<file path="src/rtl/bmc_det_pkg.sv">
package bmc_det_pkg;

  typedef enum logic {
    ST_IDLE = 1'b0,
    ST_HUNT = 1'b1
  } det_state_t;

  localparam int unsigned HIST_W_DEF   = 32;
  localparam logic [31:0] SYNC_SIG_DEF = 32'h36DB_6DB6;
  localparam logic [31:0] HRST_SIG_DEF = 32'hF33F_3F3F;

endpackage

</file>
<file path="src/rtl/bmc_ivl_class.sv">
// Reduces one interval length to a short/long flag.
module bmc_ivl_class #(
  parameter int unsigned TICK_W    = 8,
  parameter int unsigned SHORT_MAX = 6
) (
  input  logic [TICK_W-1:0] ticks,
  output logic              is_short
);
  localparam logic [TICK_W-1:0] LIMIT = TICK_W'(SHORT_MAX);

  always_comb is_short = (ticks <= LIMIT);
endmodule

</file>
<file path="src/rtl/bmc_hist_reg.sv">
// Flag history: newest flag at the top bit, oldest falls off bit 0.
module bmc_hist_reg #(
  parameter int unsigned W = 32
) (
  input  logic         clk,
  input  logic         rst,
  input  logic         clr,
  input  logic         shift,
  input  logic         bit_in,
  output logic [W-1:0] hist
);
  always_ff @(posedge clk) begin
    if (rst || clr) begin
      hist <= '0;
    end else if (shift) begin
      hist <= {bit_in, hist[W-1:1]};
    end
  end
endmodule

</file>
<file path="src/rtl/bmc_sig_match.sv">
// Equality against one fixed signature.
module bmc_sig_match #(
  parameter int unsigned  W   = 32,
  parameter logic [W-1:0] SIG = '0
) (
  input  logic [W-1:0] hist,
  output logic         hit
);
  always_comb hit = (hist == SIG);
endmodule

</file>
<file path="src/rtl/bmc_edge_ctr.sv">
// Edge index of the interval currently being taken; starts at 1 on load.
module bmc_edge_ctr #(
  parameter int unsigned IDX_W = 10,
  parameter int unsigned LAST  = 856
) (
  input  logic             clk,
  input  logic             rst,
  input  logic             load,
  input  logic             inc,
  output logic [IDX_W-1:0] idx,
  output logic             at_last
);
  localparam logic [IDX_W-1:0] LAST_V = IDX_W'(LAST);

  always_ff @(posedge clk) begin
    if (rst) begin
      idx <= '0;
    end else if (load) begin
      idx <= IDX_W'(1);
    end else if (inc) begin
      idx <= idx + IDX_W'(1);
    end
  end

  always_comb at_last = (idx == LAST_V);
endmodule

</file>
<file path="src/rtl/bmc_preamble_det.sv">
module bmc_preamble_det
  import bmc_det_pkg::*;
#(
  parameter int unsigned       TICK_W    = 8,
  parameter int unsigned       SHORT_MAX = 6,
  parameter int unsigned       HIST_W    = HIST_W_DEF,
  parameter logic [HIST_W-1:0] SYNC_SIG  = HIST_W'(SYNC_SIG_DEF),
  parameter logic [HIST_W-1:0] HRST_SIG  = HIST_W'(HRST_SIG_DEF),
  parameter int unsigned       MAX_EDGES = 858,
  localparam int unsigned      IDX_W     = $clog2(MAX_EDGES)
) (
  input  logic              clk,
  input  logic              rst,
  input  logic              arm,
  input  logic              ivl_valid,
  input  logic [TICK_W-1:0] ivl_ticks,
  input  logic              rx_timeout,
  output logic              sync_pulse,
  output logic              hreset_pulse,
  output logic              fail_pulse,
  output logic [IDX_W-1:0]  hit_edge
);
  localparam int unsigned LAST_IDX = MAX_EDGES - 2;

  det_state_t        state_q;
  logic              hunting;
  logic              take;
  logic              short_flag;
  logic [HIST_W-1:0] hist;
  logic              sync_hit;
  logic              hrst_hit;
  logic [IDX_W-1:0]  idx;
  logic              at_last;

  // check stage: one cycle behind the history shift
  logic              chk_v;
  logic              chk_to;
  logic              chk_last;
  logic [IDX_W-1:0]  chk_idx;

  always_comb begin
    hunting = (state_q == ST_HUNT);
    take    = hunting && ivl_valid && !arm;
  end

  bmc_ivl_class #(.TICK_W(TICK_W), .SHORT_MAX(SHORT_MAX)) u_class (
    .ticks    (ivl_ticks),
    .is_short (short_flag)
  );

  bmc_hist_reg #(.W(HIST_W)) u_hist (
    .clk    (clk),
    .rst    (rst),
    .clr    (arm),
    .shift  (take),
    .bit_in (short_flag),
    .hist   (hist)
  );

  bmc_sig_match #(.W(HIST_W), .SIG(SYNC_SIG)) u_sync_cmp (
    .hist (hist),
    .hit  (sync_hit)
  );

  bmc_sig_match #(.W(HIST_W), .SIG(HRST_SIG)) u_hrst_cmp (
    .hist (hist),
    .hit  (hrst_hit)
  );

  bmc_edge_ctr #(.IDX_W(IDX_W), .LAST(LAST_IDX)) u_ctr (
    .clk     (clk),
    .rst     (rst),
    .load    (arm),
    .inc     (take),
    .idx     (idx),
    .at_last (at_last)
  );

  always_ff @(posedge clk) begin
    if (rst) begin
      state_q      <= ST_IDLE;
      chk_v        <= 1'b0;
      chk_to       <= 1'b0;
      chk_last     <= 1'b0;
      chk_idx      <= '0;
      sync_pulse   <= 1'b0;
      hreset_pulse <= 1'b0;
      fail_pulse   <= 1'b0;
      hit_edge     <= '0;
    end else begin
      chk_v        <= take;
      chk_to       <= hunting && rx_timeout && !arm;
      chk_last     <= at_last;
      chk_idx      <= idx;
      sync_pulse   <= 1'b0;
      hreset_pulse <= 1'b0;
      fail_pulse   <= 1'b0;
      if (arm) begin
        state_q <= ST_HUNT;
      end else if (hunting) begin
        if (chk_v && sync_hit) begin
          sync_pulse <= 1'b1;
          hit_edge   <= chk_idx - IDX_W'(1);
          state_q    <= ST_IDLE;
        end else if (chk_v && hrst_hit) begin
          hreset_pulse <= 1'b1;
          hit_edge     <= chk_idx - IDX_W'(1);
          state_q      <= ST_IDLE;
        end else if ((chk_v && chk_last) || chk_to) begin
          fail_pulse <= 1'b1;
          state_q    <= ST_IDLE;
        end
      end
    end
  end
endmodule

</file>
<file path="config.mk">
export PLATFORM = sky130hd
export DESIGN_NAME = bmc_preamble_det
export DESIGN_NICKNAME = d
export VERILOG_FILES = /design/src/rtl/bmc_det_pkg.sv /design/src/rtl/bmc_ivl_class.sv /design/src/rtl/bmc_hist_reg.sv /design/src/rtl/bmc_sig_match.sv /design/src/rtl/bmc_edge_ctr.sv /design/src/rtl/bmc_preamble_det.sv
export SDC_FILE = /design/constraint.sdc
export NUM_CORES = 1
export LEC_CHECK = 0
export CAP_MARGIN = 20
export CORE_UTILIZATION = 50
export DETAILED_ROUTE_END_ITERATION = 8
export GPL_TIMING_DRIVEN = 0
export PLACE_DENSITY_LB_ADDON = 0.1
export SETUP_SLACK_MARGIN = 0.05
export SYNTH_ARGS = -nofsm -noshare
export SYNTH_HDL_FRONTEND = slang
export SYNTH_SLANG_ARGS = --single-unit
</file>
<file path="constraint.sdc">
create_clock -name clk -period 3.1 [get_ports clk]
set_clock_uncertainty 0.05 [all_clocks]
set_input_delay 0.31 -clock clk [delete_from_list [all_inputs] [get_ports clk]]
set_output_delay 0.31 -clock clk [all_outputs]
set_load 0.03 [all_outputs]
</file>
==> results.ini <==
[status]
status = finished clean

[synthesis]
synthMuxAreaShare_pct = 3.35
ys_seq_elements = 69
synth-edff-count = 0
synthSimpleGateAreaFrac_pct = 19.7
netlist_area_um2 = 2690
synth_fp_nets = 269
ys_warn_count = 0
synth_top_family_by_area = simple AND/OR/NAND/NOR gates
synth_compound_area_share_pct = 16.3
ys_seq_area_share_pct = 51.4
synthCells = 253
synth_flop_cell = dfxtp_1
synthAdderAreaFrac_pct = 1.40
async_flop_share_pct = 0
synth_cell_types = 39
synth-xor-area-share_pct = 4.56
synth_area_per_cell_um2 = 10.6

[clock_network]
tritoncts = done
cts_sinks = 69
cts_made_buffers = 9
cts_htree_levels = 3
clk_pin_slew_ps = 70
clk_latency_ps = 340
cts_hold_buf = 0
cts_root_buf = clkbuf_8
post_cts.repair.setup_buffers = 0
cts_buffer_depth = 2
ctsResizeCount = 0

[global_routing]
grt_pass1_wl_um = 8140
grt_pass1_vias = 1739
grt_overflow = 0
grt_antenna_before_repair = 0
grt_usage_pct = 19.5
grt_start_max_net_pins = 12

[place]
hpwl_um = 3510
dpl_cell_area_um2 = 3020
io_buffer_count = 24
gp_congestion = 0.752

[sta]
fin_crit_sh_pct = 64.5
tightest_slew_ps = 459
relSlewSlack_pct = 69.4
hold_violations = 0
setup_viol = 0
fin_setup_tns_ps = 0
period_needed_ps = 2000
rsz0062_at_grt = false
fmaxAchievable_mhz = 500
slew_violations = 0

[worst_setup_path]
crit_family = simple AND/OR/NAND/NOR gates
endpoint = hit_edge[3]
r2r-end = hit_edge[3]
start_kind = register
crit_fanout = 10
critPathMaxStageDelay_ps = 520
end_kind = register
required_ps = 3260
slowest_stage = or4_4
crit_type = reg2reg
ff2ff_path_depth = 6
path_cells = nand4bb_1, or4_4, a211oi_2, buf_6, mux2i_1, nor2_1
worst-path-buf-inv = 1
worst_ep_arrival_time_ps = 2160
reg2reg_from = u_hist.hist[22]
cp.depth = 6
startpoint = u_hist.hist[22]
r2r_slack_ps = 1100

[hold_path]
hold_class = in2reg
hold_depth = 2

[die]
initial_core_util_pct = 52.3
die_x_um = 75.3
coreArea_um2 = 5140
dieArea_um2 = 5670
row_count = 26
die_h_um = 75.3
io_pins = 26

[detailed_routing]
drc = 0
drt_iter0_drc = 92
wl_um = 4940
vias = 2012
final_antenna_net_count = 0
wl_per_cell_um = 13.6
viasPerCell = 5.54
dr.pass1.iters = 7

[finish]
diodes = 0
area_growth_pct = 18.5
layout.nets = 304
drive_above_1_share_pct = 17.1
final_area_um2 = 3180
postLayoutCoreUtil_pct = 62.0
final_common_cell = dfxtp_1
final_cell_mix = dfxtp_1, o221a_2, nor2_1, clkdlybuf4s50_1, clkbuf_1

[pwr]
power.density_nw_per_um2 = 512
power_leakage_nw = 1.14
vdd_ir_drop_max_mv = 0.395

[flow_run]
drv_cap = 0

## worst min-delay path by stage
stage                      start     endpoint  slack (ps)
floorplan           u_ctr.idx[1]   chk_idx[1]         410
global placement     hit_edge[7]  hit_edge[7]         420
detailed placement   hit_edge[5]  hit_edge[5]         430
CTS                          rst   chk_idx[3]         260
global route                 rst   chk_idx[5]         320
finish                       rst   chk_idx[3]         270
## where the power goes
group / leakage [nW] / switching [mW] / total [mW] / internal [mW]
combinational: 0.496 / 0.0455 / 0.0878 / 0.0423
sequential: 0.559 / 0.0152 / 0.918 / 0.903
clock: 0.0901 / 0.315 / 0.625 / 0.310
total: 1.14 / 0.376 / 1.63 / 1.25
## kinds of logic (layout without fill, tap and decap cells)
logic type                 Yosys count  in the layout
DFF                                 69             69
adders and majority gates            3              3
buffers and inverters               21             61
and+or+nand+nor                     93             93
muxes                                9              9
AOI/OAI and AO/OA                   44             44
xor gates and xnor gates            14             14
## cells in the mapped netlist, types with 5 or more instances
library cell	instances	area, um^2
a21oi_1	5	25.0
clkbuf_1	12	45.0
dfxtp_1	69	1380
inv_1	6	22.5
mux2i_1	9	90.1
nand2_1	9	33.8
nand4_1	7	43.8
nor2_1	29	109
nor2b_1	10	62.6
o221a_2	32	360
xor2_1	11	96.3
## layer usage
metal  track usage [%]  vias up  routed length [um]
met1              27.1      945                2520
li1                  -     1010                   -
met4              6.17        0                  61
met3              7.28        8                 247
met2              28.2       49                2110
met5                 0        -                   0
## flip-flops by register name (all words and copies together), names as in the netlist
| name | flops |
|---|---|
| chk_last | 1 |
| u_ctr.idx | 10 |
| fail_pulse | 1 |
| u_hist.hist | 32 |
| chk_to | 1 |
| hreset_pulse | 1 |
| hunting | 1 |
| hit_edge | 10 |
| chk_v | 1 |
| sync_pulse | 1 |
| chk_idx | 10 |
## through the flow
step / total power, mW / hold WS, ps / std cells / setup slack (ps)
after global routing: 1.70 / 323 / 363 / 958
after global placement: 1.02 / 421 / 347 / 769
after detailed placement: 1.03 / 432 / 347 / 780
after CTS: 1.65 / 259 / 363 / 1090
after floorplan: 0.993 / 414 / 253 / 1270
final: 1.63 / 271 / 363 / 1100
## final cells by class
class	count	area (um^2)
plain buffers	15	63.8
clock buffers	12	145
clock inverters	4	23.8
fillers	468	1960
inverters	6	22.5
multi-input cells	163	1220
flip-flops and latches	69	1380
well taps	70	87.6
repair buffers	24	240
Note: power is estimated with default switching activity, not from simulation.
